### src/rtl/gpio_bank_pkg.sv
package gpio_bank_pkg;

    localparam int NPINS   = 12;
    localparam int DW      = 32;
    localparam int AW      = 6;
    localparam int MODE_W  = 4;

    // word index decoded from bus_addr[5:2]; the offsets are software-visible
    typedef enum logic [3:0] {
        W_IEN   = 4'd0,
        W_STAT  = 4'd1,
        W_DISP  = 4'd2,
        W_CLR   = 4'd3,
        W_MSET  = 4'd4,
        W_MCLR  = 4'd5,
        W_OUT   = 4'd6,
        W_IN    = 4'd7,
        W_DIR   = 4'd8,
        W_MODE0 = 4'd9,
        W_MODE1 = 4'd10,
        W_SEL   = 4'd14,
        W_SRST  = 4'd15
    } reg_word_e;

    typedef struct packed {
        logic en_we;
        logic clr_we;
        logic mset_we;
        logic mclr_we;
        logic out_we;
        logic dir_we;
        logic mode0_we;
        logic mode1_we;
        logic sel_we;
    } wr_strobe_t;

    function automatic logic [DW-1:0] widen(input logic [NPINS-1:0] v);
        return {{(DW-NPINS){1'b0}}, v};
    endfunction

endpackage

### src/rtl/gpio_irq_ctrl.sv
module gpio_irq_ctrl
    import gpio_bank_pkg::*;
#(
    parameter int N = NPINS
) (
    input  logic         clk,
    input  logic         rst,
    input  logic         sclr,
    input  wr_strobe_t   strb,
    input  logic [N-1:0] wdata,
    input  logic [N-1:0] evt,
    output logic [N-1:0] en_q,
    output logic [N-1:0] mask_q,
    output logic [N-1:0] status_q,
    output logic [N-1:0] pend,
    output logic         irq
);

    logic [N-1:0] clr_bits;
    logic [N-1:0] hit;

    assign clr_bits = strb.clr_we ? wdata : '0;
    assign hit      = evt & en_q;

    always_ff @(posedge clk) begin
        if (rst || sclr) begin
            en_q     <= '0;
            mask_q   <= '0;
            status_q <= '0;
        end else begin
            if (strb.en_we)   en_q   <= wdata;
            if (strb.mset_we) mask_q <= mask_q | wdata;
            if (strb.mclr_we) mask_q <= mask_q & ~wdata;
            // new events are merged after the clear, so they win
            status_q <= (status_q & ~clr_bits) | hit;
        end
    end

    assign pend = status_q & en_q & ~mask_q;
    assign irq  = |pend;

    assert_event_sets_R4: assert property (@(posedge clk) disable iff (rst)
        (!sclr && hit != '0) |=> ((status_q & $past(hit)) == $past(hit)));

    assert_clear_R5: assert property (@(posedge clk) disable iff (rst)
        (!sclr && strb.clr_we) |=> ((status_q & $past(wdata & ~hit)) == '0));

    assert_mask_set_R7: assert property (@(posedge clk) disable iff (rst)
        (!sclr && strb.mset_we) |=> ((mask_q & $past(wdata)) == $past(wdata)));

    assert_mask_clr_R7: assert property (@(posedge clk) disable iff (rst)
        (!sclr && strb.mclr_we) |=> ((mask_q & $past(wdata)) == '0));

endmodule

### src/rtl/gpio_port_regs.sv
module gpio_port_regs
    import gpio_bank_pkg::*;
#(
    parameter int N      = NPINS,
    parameter int W      = DW,
    parameter int MODE1W = (NPINS - DW / MODE_W) * MODE_W
) (
    input  logic              clk,
    input  logic              rst,
    input  logic              sclr,
    input  wr_strobe_t        strb,
    input  logic [W-1:0]      wdata,
    input  logic [N-1:0]      pin_in,
    output logic [N-1:0]      out_q,
    output logic [N-1:0]      dir_q,
    output logic [N-1:0]      in_q,
    output logic [N-1:0]      sel_q,
    output logic [W-1:0]      mode0_q,
    output logic [MODE1W-1:0] mode1_q
);

    always_ff @(posedge clk) begin
        if (rst || sclr) begin
            out_q   <= '0;
            dir_q   <= '0;
            in_q    <= '0;
            sel_q   <= '0;
            mode0_q <= '0;
            mode1_q <= '0;
        end else begin
            in_q <= pin_in;
            if (strb.out_we)   out_q   <= wdata[N-1:0];
            if (strb.dir_we)   dir_q   <= wdata[N-1:0];
            if (strb.sel_we)   sel_q   <= wdata[N-1:0];
            if (strb.mode0_we) mode0_q <= wdata;
            if (strb.mode1_we) mode1_q <= wdata[MODE1W-1:0];
        end
    end

    assert_srst_defaults_R9: assert property (@(posedge clk) disable iff (rst)
        sclr |=> (out_q == '0 && dir_q == '0 && mode0_q == '0));

endmodule

### src/rtl/gpio_bank.sv
module gpio_bank
    import gpio_bank_pkg::*;
#(
    parameter int N      = NPINS,
    parameter int W      = DW,
    parameter int A      = AW,
    parameter int MW     = MODE_W,
    parameter int MODE1W = (NPINS - DW / MODE_W) * MODE_W
) (
    input  logic              clk,
    input  logic              rst,
    input  logic              wr_en,
    input  logic              rd_en,
    input  logic [A-1:0]      bus_addr,
    input  logic [W-1:0]      wr_data,
    output logic [W-1:0]      rd_data,
    input  logic [N-1:0]      pin_in,
    input  logic [N-1:0]      evt_pulse,
    output logic [N-1:0]      pin_out,
    output logic [N-1:0]      pin_oe,
    output logic [N*MW-1:0]   trig_mode,
    output logic [N-1:0]      pin_sel,
    output logic              irq
);

    logic [3:0]        word;
    logic              srst_q;
    wr_strobe_t        strb;
    logic [N-1:0]      en_q, mask_q, status_q, pend, in_q;
    logic [W-1:0]      mode0_q;
    logic [MODE1W-1:0] mode1_q;
    logic [W-1:0]      rd_mux;

    assign word = bus_addr[A-1:2];

    always_comb begin
        strb = '0;
        if (wr_en && !srst_q) begin
            case (word)
                W_IEN:   strb.en_we    = 1'b1;
                W_CLR:   strb.clr_we   = 1'b1;
                W_MSET:  strb.mset_we  = 1'b1;
                W_MCLR:  strb.mclr_we  = 1'b1;
                W_OUT:   strb.out_we   = 1'b1;
                W_DIR:   strb.dir_we   = 1'b1;
                W_MODE0: strb.mode0_we = 1'b1;
                W_MODE1: strb.mode1_we = 1'b1;
                W_SEL:   strb.sel_we   = 1'b1;
                default: ;
            endcase
        end
    end

    always_ff @(posedge clk) begin
        if (rst)
            srst_q <= 1'b0;
        else if (wr_en && word == W_SRST)
            srst_q <= wr_data[0];
    end

    gpio_irq_ctrl #(.N(N)) u_irq (
        .clk      (clk),
        .rst      (rst),
        .sclr     (srst_q),
        .strb     (strb),
        .wdata    (wr_data[N-1:0]),
        .evt      (evt_pulse),
        .en_q     (en_q),
        .mask_q   (mask_q),
        .status_q (status_q),
        .pend     (pend),
        .irq      (irq)
    );

    gpio_port_regs #(.N(N), .W(W), .MODE1W(MODE1W)) u_port (
        .clk     (clk),
        .rst     (rst),
        .sclr    (srst_q),
        .strb    (strb),
        .wdata   (wr_data),
        .pin_in  (pin_in),
        .out_q   (pin_out),
        .dir_q   (pin_oe),
        .in_q    (in_q),
        .sel_q   (pin_sel),
        .mode0_q (mode0_q),
        .mode1_q (mode1_q)
    );

    assign trig_mode = {mode1_q, mode0_q};

    always_comb begin
        case (word)
            W_IEN:          rd_mux = widen(en_q);
            W_STAT:         rd_mux = widen(status_q);
            W_DISP:         rd_mux = widen(pend);
            W_MSET, W_MCLR: rd_mux = widen(mask_q);
            W_OUT:          rd_mux = widen(pin_out);
            W_IN:           rd_mux = widen(in_q);
            W_DIR:          rd_mux = widen(pin_oe);
            W_MODE0:        rd_mux = mode0_q;
            W_MODE1:        rd_mux = {{(W-MODE1W){1'b0}}, mode1_q};
            W_SEL:          rd_mux = widen(pin_sel);
            W_SRST:         rd_mux = {{(W-1){1'b0}}, srst_q};
            default:        rd_mux = '0;
        endcase
    end

    always_ff @(posedge clk) begin
        if (rst || !rd_en)
            rd_data <= '0;
        else
            rd_data <= rd_mux;
    end

    assert_rdata_idle_R12: assert property (@(posedge clk) disable iff (rst)
        !rd_en |=> (rd_data == '0));

    assert_masked_quiet_R8: assert property (@(posedge clk) disable iff (rst)
        (mask_q == '1) |-> !irq);

    assert_srst_blocks_R9: assert property (@(posedge clk) disable iff (rst)
        srst_q |=> (!irq && pin_oe == '0));

endmodule

### config.mk
export PLATFORM = sky130hd
export DESIGN_NAME = gpio_bank
export DESIGN_NICKNAME = d
export VERILOG_FILES = /design/src/rtl/gpio_bank_pkg.sv /design/src/rtl/gpio_irq_ctrl.sv /design/src/rtl/gpio_port_regs.sv /design/src/rtl/gpio_bank.sv
export SDC_FILE = /design/constraint.sdc
export NUM_CORES = 1
export LEC_CHECK = 0
export BUFFER_PORTS_ARGS = -buffer_cell sky130_fd_sc_hd__buf_4
export CAP_MARGIN = 20
export CORE_ASPECT_RATIO = 2
export CORE_MARGIN = 1
export CORE_UTILIZATION = 53
export DETAILED_ROUTE_END_ITERATION = 12
export PLACE_DENSITY = 0.8
export SLEW_MARGIN = 10
export SYNTH_ARGS = -nofsm -noshare
export SYNTH_HDL_FRONTEND = slang
export SYNTH_SLANG_ARGS = --single-unit
### constraint.sdc
create_clock -name clk -period 1.8 [get_ports clk]
set_input_delay 0.36 -clock clk [delete_from_list [all_inputs] [get_ports clk]]
set_output_delay 0.36 -clock clk [all_outputs]
set_load 0.01 [all_outputs]
# Word level (Yosys, flattened, before mapping)
# Cells that the tools add are included.
[totals]
ff_bits = 165
output_inout_bits = 117
elab_cells = 57
[op_classes]
mux = 14
bitwise_logic = 10
reduce_logical = 10
eq_ne = 12
[ops]
columns = ["cell", "count"]
rows = [
  ["32-bit one-hot mux with 11 select lines", 1],
  ["12-bit AND", 5],
  ["12-bit two-way mux", 3],
  ["12-bit NOT", 3],
  ["12-bit OR", 2],
  ["4-bit equality test, second input constant", 5],
  ["4-bit by 3-bit equality test with 1-bit output, second input constant", 4],
  ["12-bit OR reduction", 1],
  ["1-bit two-way mux", 9],
  ["9-bit two-way mux", 1],
  ["4-bit by 2-bit equality test with 1-bit output, second input constant", 2],
  ["4-bit by 1-bit equality test with 1-bit output, second input constant", 1],
  ["4-bit zero test", 1],
  ["1-bit logical AND", 2],
  ["1-bit zero test", 2],
  ["1-bit logical OR", 2],
  ["2-bit nonzero test", 1],
  ["2-bit OR reduction", 1],
]

# Depth between registers and ports, before layout
# Gate-level depths: netlist of run 1.
[logic_depth]
ltp_word = 7
ltp_mapped = 7
mapped_depth_nobuf = 4

# By module
# From an unflattened synthesis of run 1, not the netlist that was laid out.
[unflattened]
hier_cells = 645
area_unflattened_um2 = 6661.4
[modules_own_cells]
columns = ["mod", "cells_per_inst", "instances", "seq_area_each_um2", "area_each_um2"]
rows = [
  ["gpio_port_regs", 297, 1, 1921.8, 3388.2],
  ["gpio_bank", 195, 1, 660.6, 1869.3],
  ["gpio_irq_ctrl", 153, 1, 720.7, 1403.8],
]

# Worst setup path before layout of run 1
# OpenSTA, ideal clock, no wires.
[synth_timing]
path_type = "register to output"
startpoint = "reg (tool-made name)"
endpoint = "out irq"
arrival_ns = 1.211
slack_ns = 0.229
path_buffers = 0
path_stages_with_launch = 5
t_required_ns = 1.440
path_cell_list = "dfxtp_1 inv_1 and3_1 a311o_1 or3_1"
[synth_rtl]
columns = ["item", "line", "source"]
rows = [
  ["end: declaration", "gpio_bank.sv:23", "output logic irq"],
]

==> flow_summary.toml, run 1 <==
[timing]
fin_crit_ns = 2.14
slew_headroom_pct = 55.6
timing_worst_slew_pin_value_ns = 0.659
timing.hold.ws_ns = 0.133
tns_ns = -0.340
fmax_mhz = 467
final_max_slew_viol_count = 0
layout_worst_path_cycle_share_pct = 119
hold_viol = 0
final.setup.worst_slack_ns = -0.340
unrepaired_setup_endpoints_after_global_routing = "true"
skew_ns = 0.0120
report.final.setup_viol = 1

[pwr]
ratio_of_total_power_to_cell_area_nw_per_um2 = 886
finalPower_uw = 8340
ir_worst_vdd_uv = 887
p_leak_uw = 0.00411

[hold_path]
whs_endpoint = "u_port.in_q[3]"
class_of_the_most_critical_hold_timing_path = "primary input to flop"
hold_path_depth = 2
hp-start = "pin_in[3]"

[layout]
layout-drive-gt1-share_pct = 30.3
multiInputGateArea_sq_um = 3230
layout-area-overhead-vs-synth_pct = 34.7
mostFrequentLayoutCells = "buf_4 (239), dfxtp_1 (160), nand2_1 (117), a21oi_1 (74), nor2_1 (65)"
mostFrequentLayoutCell = "buf_4"
nNetsFinal = 1050
antenna_cells = 0
post_route_design_area_sq_um = 9410
fillCellCount = 995
area.sequential_sq_um = 3310

[synthesis]
synth_top_family_by_area = "simple AND/OR/NAND/NOR gates"
post_synth_and_or_nand_nor_area_fraction_pct = 19.6
yosys_most_used_dff = "dfxtp_1"
ys_warn_count = 0
synth_edf_count = 0
synth.avg_cell_area_sq_um = 8.87
xor_xnor_share_of_the_synthesized_area_pct = 0
synth.yosys.seq_area_share_pct = 47.3
synth_mux_area_share_pct = 9.40
synth-compound-area-share_pct = 17.0
synth-seq-cells = 165
yosys.cell_types.count = 58
synthesis.nets = 854
yosys.area_share.adder_pct = 0
synth_area_sq_um = 6990
synthArstFlopShare_pct = 0
post_synth_inst_count = 788

[place]
gp_congestion = 0.941
place_area_sq_um = 8730
io_buffers = 180
detailedPlace.worstSlack_ns = 0.00796
dp.final_hpwl_microns = 16700

[critical_path]
crit-reg2reg-capture = "u_port.sel_q[6]"
r2r_cells = 6
timing.rr.start = "srst_q"
critical_path.cell_chain = "inv_2 > and3_4 > a311o_1 > or3_4 > buf_6"
crit_path_max_cell_delay_ns = 0.38
cp_top_family = "simple AND/OR/NAND/NOR gates"
criticalPathCategory = "flop to output port"
cp-start-kind = "flop"
cp_data_required_time_ns = 1.44
endpoint_class_of_the_critical_path = "output port"
timing.critical_path.arrival_ns = 1.78
setup.reg_to_reg.worst_slack_ns = 0.30
critical-path-slowest-cell = "or3_4"
critPathBufInv = 2
path_max_fanout = 2

[clock_tree]
numCtsBuffers = 17
tritoncts = "yes"
worstSkewPairLatency_ns = 0.43
clock_sinks = 165
cts.path.max_buffers = 2
cts_htree_levels = 4
clock-root-buffer = "clkbuf_16"
path_clk_slew_ns = 0.06
holdBufCountCts = 0

[global_route]
global_route.usage.total_pct = 34.1
grt-ovfl-total = 0
grt_antenna_before_repair = 0
first_global_vias = 6707
grt_first_pass_wirelength_microns = 35200
maximum_number_of_pins_on_one_net_before_global_route_repair = 58

[status]
status = "finished, violations left"
violations = "setup timing"

[route]
first_pass_iters = 5
drt_iter0_markers = 559
via_count = 6911
detail_route.wirelength_microns = 23500
routed_wire_length_per_instance_microns = 20.4
drc_errors = 0
avgViaCountPerCell = 6.01
drtAntennaViolNets = 0

[floorplan]
chipWidth_microns = 83.2
fp-row-count = 59
die-area_sq_um = 13700
core-area_sq_um = 12900
initial_core_util_pct = 54.1
design.portCount = 183
dieHeight_microns = 164

[job]
cap_violations = 0
-- area by class of cell --
type / count / share of cell area [%]
Timing Repair Buffer: 247 / 20.7
Tap cell: 152 / 2.02
Sequential cell: 165 / 35.2
Multi-Input combinational cell: 528 / 34.3
Inverter: 25 / 0.997
Clock buffer: 22 / 5.04
Clock inverter: 10 / 1.79
-- layer usage --
| layer | vias up | part of all wire, % | track usage (%) |
|---|---|---|---|
| met5 | - | 0 | 0 |
| met2 | 412 | 53 | 61.8 |
| met3 | 117 | 6.3 | 5.60 |
| met4 | 0 | 8.1 | 30.5 |
| met1 | 3262 | 33 | 32.9 |
| li1 | 3120 | - | - |
-- how the worst max path moves through the flow --
| stage | start | cells after the start | slack [ns] | endpoint |
|---|---|---|---|---|
| global placement | flop | 5 | 0.03 | irq |
| floorplan | flop | 4 | 0.23 | irq |
| finish | flop | 5 | -0.34 | irq |
| detailed placement | flop | 5 | 0.008 | irq |
| CTS | flop | 5 | -0.35 | irq |
| global route | flop | 5 | -0.37 | irq |
-- metrics by stage --
stage	cells	utilization (%)
finish	1149	72.9
global route	1149	72.9
CTS	1148	72.8
detailed placement	1114	67.5
global placement	1114	67.5
floorplan	788	-
-- cells by family after synthesis --
| group | Yosys count |
|---|---|
| and+or+nand+nor | 278 |
| muxes | 65 |
| AOI/OAI and AO/OA | 185 |
| buffers and inverters | 95 |
| DFF | 165 |
-- Yosys cell counts (2+ instances only) --
| cell | n | share of area (%) |
|---|---|---|
| o211ai_1 | 2 | 0.21 |
| a21o_1 | 2 | 0.21 |
| or2_0 | 2 | 0.18 |
| a21oi_1 | 74 | 5.3 |
| nor3_4 | 2 | 0.47 |
| nand3b_1 | 10 | 1.1 |
| a22o_1 | 4 | 0.50 |
| nand2_1 | 117 | 6.3 |
| buf_6 | 5 | 0.81 |
| buf_2 | 19 | 1.4 |
| and2b_1 | 3 | 0.32 |
| nand3_1 | 15 | 1.1 |
| buf_4 | 10 | 1.1 |
| inv_1 | 25 | 1.3 |
| a32oi_1 | 7 | 0.88 |
| and2_1 | 28 | 2.5 |
| clkbuf_1 | 33 | 1.8 |
| nor2_1 | 65 | 3.5 |
| a32o_1 | 10 | 1.4 |
| a211oi_1 | 3 | 0.32 |
| and3b_1 | 4 | 0.50 |
| a22oi_1 | 12 | 1.3 |
| a31oi_1 | 9 | 0.81 |
| a2bb2oi_1 | 6 | 0.75 |
| nor2b_2 | 3 | 0.38 |
| and3_1 | 4 | 0.36 |
| nand2b_1 | 5 | 0.45 |
| dfxtp_1 | 165 | 47 |
| nor2b_1 | 7 | 0.63 |
| a311oi_1 | 12 | 1.5 |
| mux2_2 | 5 | 0.81 |
| o2111ai_1 | 2 | 0.25 |
| o22ai_1 | 4 | 0.36 |
| mux2i_1 | 60 | 8.6 |
| o21ai_0 | 29 | 2.1 |
| nor3b_2 | 3 | 0.54 |
-- report_power, final --
part           internal (uW)  total (uW)  switching (uW)  leakage (uW)
registers               3700        3740            38.7       0.00134
clock network           2450        3920            1470      0.000315
logic                    294         676             382       0.00246
-- registers in the layout (all words and copies together) (netlist names), named ones only --
| signal | cells |
|---|---|
| u_port.mode1_q | 16 |
| u_port.out_q | 12 |
| u_irq.status_q | 12 |
| u_irq.en_q | 12 |
| u_port.mode0_q | 32 |
| u_port.dir_q | 12 |
| u_port.sel_q | 12 |
| srst_q | 1 |
| rd_data | 32 |
| u_port.in_q | 12 |
-- repair_timing --
action,in CTS,in global routing
pin swaps,4,2
buffers inserted,2,1
gates resized for setup,7,2
setup endpoints to repair,1,1
No activity file was read; power rests on OpenSTA's default activity.
==> run 2: changes to the inputs <==
GPL_TIMING_DRIVEN = 0   (was not set)
==> flow_summary.toml, run 2 (same netlist as run 1, synthesis figures left out) <==
[status]
status = "finished, violations left"
violations = "setup timing"

[timing]
report.final.setup_viol = 1
timing.hold.ws_ns = 0.111
fin_crit_ns = 2.16
layout_worst_path_cycle_share_pct = 120
fmax_mhz = 462
skew_ns = 0.00919
final_max_slew_viol_count = 0
slew_headroom_pct = 53.3
final.setup.worst_slack_ns = -0.363
timing_worst_slew_pin_value_ns = 0.701
hold_viol = 0
unrepaired_setup_endpoints_after_global_routing = "true"

[global_route]
maximum_number_of_pins_on_one_net_before_global_route_repair = 17
first_global_vias = 6453
grt_first_pass_wirelength_microns = 37400
grt-ovfl-total = 0
global_route.usage.total_pct = 36.8
grt_antenna_before_repair = 0

[pwr]
seqPwrFrac_pct = 47.0
clock_power_share_pct = 44.9
ratio_of_total_power_to_cell_area_nw_per_um2 = 878
finalPower_uw = 7970
ir_worst_vdd_uv = 807
switching_fraction_of_total_power_pct = 26.0
power.combinational.fraction_pct = 8.1
internal_power_uw = 5900
p_sw_uw = 2080
p_leak_uw = 0.00392

[route]
drt_iter0_markers = 785
first_pass_iters = 7
detail_route.wirelength_microns = 25300
via_count = 6991
drc_errors = 0
drtAntennaViolNets = 0
avgViaCountPerCell = 6.12
routed_wire_length_per_instance_microns = 22.1

[layout]
fillCellCount = 1026
layout-area-overhead-vs-synth_pct = 29.9
mostFrequentLayoutCell = "buf_4"
antenna_cells = 0
mostFrequentLayoutCells = "buf_4 (180), dfxtp_1 (157), nand2_1 (117), a21oi_1 (74), nor2_1 (65)"
nNetsFinal = 1044
multiInputGateArea_sq_um = 3220
finish.utilization_pct = 70.3
biggestRegsByFlops = "rd_data: 32 flops, u_port.mode0_q: 32 flops, u_port.mode1_q: 16 flops"
post_route_design_area_sq_um = 9080
layout-drive-gt1-share_pct = 27.6
area.sequential_sq_um = 3320

[clock_tree]
clock-root-buffer = "clkbuf_16"
tritoncts = "yes"
clock_sinks = 165
numCtsBuffers = 17
worstSkewPairLatency_ns = 0.44
cts.path.max_buffers = 2
path_clk_slew_ns = 0.06
cts_htree_levels = 4

[critical_path]
endpoint_class_of_the_critical_path = "output port"
criticalPathCategory = "flop to output port"
cp_data_required_time_ns = 1.44
timing.critical_path.arrival_ns = 1.80
path_max_fanout = 2
cp-start-kind = "flop"

[place]
gp_congestion = 0.989
place_area_sq_um = 8420
dp.final_hpwl_microns = 18000
io_buffers = 165
detailedPlace.worstSlack_ns = -0.238

[floorplan]
fp-row-count = 59
design.portCount = 183
core-area_sq_um = 12900
dieHeight_microns = 164
initial_core_util_pct = 54.1
die-area_sq_um = 13700
chipWidth_microns = 83.2

[hold_path]
class_of_the_most_critical_hold_timing_path = "primary input to flop"

[job]
cap_violations = 0
[run 2: changes by cell type in the layout (fill, tap and decap cells not counted), moves of 6 or more]
cell	delta
buf_12	-7
clkbuf_1	+21
buf_2	+19
clkbuf_2	+11
buf_6	+6
buf_4	-59
[run 2: cell type report]
cell class              instances  area share, %
clock buffers                  18           4.73
inverters                      25           1.03
well taps                     152           2.10
repair buffers                171           14.2
plain buffers                  70           4.34
clock inverters                14           1.57
flip-flops and latches        165           36.6
multi-input cells             528           35.5
[run 2: power groups by stage]
stage | Sequential, uW | Combinational (uW) | Clock (uW)
6_report | 3750 | 649 | 3580
3_5_place_dp | 3830 | 620 | 0
5_1_grt | 3750 | 679 | 3740
3_3_place_gp | 3830 | 614 | 0
2_1_floorplan | 3820 | 332 | 0
4_1_cts | 3740 | 628 | 3590
[run 2: layer usage]
layer / wire, microns / part of all wire (%) / track usage [%]
met5: 0 / 0 / 0
met2: 12900 / 51 / 65.5
met4: 2240 / 8.9 / 29.7
met3: 2060 / 8.2 / 5.75
met1: 8100 / 32 / 38.1
[run 2: final timing paths]
check                           from                  to  slack, ns  cells past startpoint
hold reg to reg   u_port.mode0_q[26]  u_port.mode0_q[26]       0.47                      2
setup / recovery                flop                 irq      -0.36                      5
setup reg to reg              srst_q  u_port.mode0_q[16]       0.05                      4
hold / removal                   rst              srst_q       0.11                      2
[run 2: timing repair]
item / 4_1_cts / 5_1_grt
gates resized for setup: 15 / 20
pin swaps: 2 / 1
hold buffers: 0 / 0
buffers inserted: 5 / 1
setup endpoints to repair: 30 / 58
[run 2: through the flow]
stage / TNS [ns] / instances
after floorplan: 0 / 788
after global placement: -4.19 / 1105
after detailed placement: -5.21 / 1105
after CTS: -0.339 / 1142
after global routing: -0.621 / 1143
final: -0.363 / 1143
[run 2: critical path, stage by stage, from the launching register on]
cell      delay (ns)
dfxtp_2         0.34
nand3b_1        0.13
nand2_1         0.06
a311o_1         0.32
or3_4           0.39
buf_6           0.13
==> run 3: changes to the inputs <==
CORE_ASPECT_RATIO = 1.25   (was 2)
==> flow_summary.toml, run 3 (same netlist as run 1, synthesis figures left out) <==
[layout]
finish.utilization_pct = 71.0
nNetsFinal = 1041
layout-area-overhead-vs-synth_pct = 29.8
multiInputGateArea_sq_um = 3230
area.sequential_sq_um = 3310
mostFrequentLayoutCell = "buf_4"
antenna_cells = 0
instances_no_fill = 1156
post_route_design_area_sq_um = 9070
layout-drive-gt1-share_pct = 27.3
fillCellCount = 1032
biggestRegsByFlops = "rd_data: 32 flops, u_port.mode0_q: 32 flops, u_port.mode1_q: 16 flops"
mostFrequentLayoutCells = "buf_4 (178), dfxtp_1 (158), nand2_1 (117), a21oi_1 (74), nor2_1 (65)"

[global_route]
first_global_vias = 6421
maximum_number_of_pins_on_one_net_before_global_route_repair = 17
grt_first_pass_wirelength_microns = 36000
grt-ovfl-total = 0
global_route.usage.total_pct = 35.0
grt_antenna_before_repair = 0

[job]
cap_violations = 0

[status]
violations = "setup timing"
status = "finished, violations left"

[place]
post-place-cells = 1121
dp.final_hpwl_microns = 17100
gp_congestion = 0.972
place_area_sq_um = 8440
io_buffers = 165

[pwr]
ir_worst_vdd_uv = 502
seqPwrFrac_pct = 47.1
p_sw_uw = 2050
power.combinational.fraction_pct = 8.1
p_leak_uw = 0.00389
ratio_of_total_power_to_cell_area_nw_per_um2 = 876
clock_power_share_pct = 44.8
internal_power_uw = 5890
switching_fraction_of_total_power_pct = 25.8
finalPower_uw = 7940

[route]
avgViaCountPerCell = 5.96
routed_wire_length_per_instance_microns = 20.7
drtAntennaViolNets = 0
detail_route.wirelength_microns = 24000
drt_iter0_markers = 634
first_pass_iters = 8
drc_errors = 0
via_count = 6892

[floorplan]
initial_core_util_pct = 54.7
dieHeight_microns = 130
chipWidth_microns = 105
core-area_sq_um = 12800
die-area_sq_um = 13700
fp-row-count = 46
design.portCount = 183

[timing]
fmax_mhz = 471
layout_worst_path_cycle_share_pct = 118
tns_ns = -0.324
final.setup.worst_slack_ns = -0.324
slew_headroom_pct = 56.7
report.final.setup_viol = 1
final_max_slew_viol_count = 0
hold_viol = 0
skew_ns = 0.00525
fin_crit_ns = 2.12
timing_worst_slew_pin_value_ns = 0.650
unrepaired_setup_endpoints_after_global_routing = "true"

[clock_tree]
path_clk_slew_ns = 0.07
cts_htree_levels = 4
clock-root-buffer = "clkbuf_16"
tritoncts = "yes"
numCtsBuffers = 17
clock_sinks = 165
worstSkewPairLatency_ns = 0.43
cts.path.max_buffers = 2

[critical_path]
timing.critical_path.arrival_ns = 1.76
endpoint_class_of_the_critical_path = "output port"
criticalPathCategory = "flop to output port"
cp-start-kind = "flop"
path_max_fanout = 2
cp_data_required_time_ns = 1.44

[hold_path]
class_of_the_most_critical_hold_timing_path = "primary input to flop"
-- run 3: metal layers --
| metal | vias up | GRT usage [%] | wire length [microns] |
|---|---|---|---|
| met1 | 3196 | 40.3 | 8900 |
| met3 | 109 | 7.14 | 2230 |
| met5 | - | 0 | 0 |
| met4 | 0 | 23.4 | 1530 |
| met2 | 486 | 59.6 | 11300 |
| li1 | 3101 | - | - |
-- run 3: worst paths after layout --
kind	startpoint	end	slack [ns]	cells past startpoint
max	flop	irq	-0.32	5
min	rst	srst_q	0.11	2
max reg2reg	srst_q	u_port.mode1_q[8]	0.13	6
min reg2reg	u_port.mode0_q[24]	u_port.mode0_q[24]	0.47	2
-- run 3: stage by stage --
step | hold slack (ns) | setup WS (ns)
after floorplan | 0.432 | 0.229
after global placement | 0.454 | -0.182
after detailed placement | 0.461 | -0.192
after CTS | 0.106 | -0.303
after global routing | 0.123 | -0.356
final | 0.107 | -0.324
-- run 3: layout make-up --
cell class | count | share of cell area, %
Buffer | 69 | 4.21
Inverter | 25 | 1.03
Sequential cell | 165 | 36.5
Multi-Input combinational cell | 528 | 35.6
Tap cell | 168 | 2.32
Clock buffer | 18 | 4.73
Timing Repair Buffer | 169 | 14.0
Clock inverter | 14 | 1.56
-- run 3: timing repair --
item                                   in CTS  in global routing
hold buffers                                0                  0
pin swaps                                   3                  0
endpoints found under the hold margin       0                  0
buffers inserted                            4                  0
resized for setup                          14                 12
setup endpoints to repair                  31                 60
-- run 3: power by group through the flow --
stage / Clock (uW) / Combinational, uW / Sequential, uW
4_1_cts: 3550 / 625 / 3740
2_1_floorplan: 0 / 332 / 3820
3_3_place_gp: 0 / 615 / 3820
5_1_grt: 3730 / 675 / 3740
3_5_place_dp: 0 / 618 / 3820
6_report: 3560 / 642 / 3740
-- run 3: worst max-delay path: stages (launching register included) --
cell      delay (ns)
dfxtp_2         0.33
nand3b_1        0.12
nand2_1         0.07
a311o_1         0.33
or3_4           0.35
buf_6           0.13
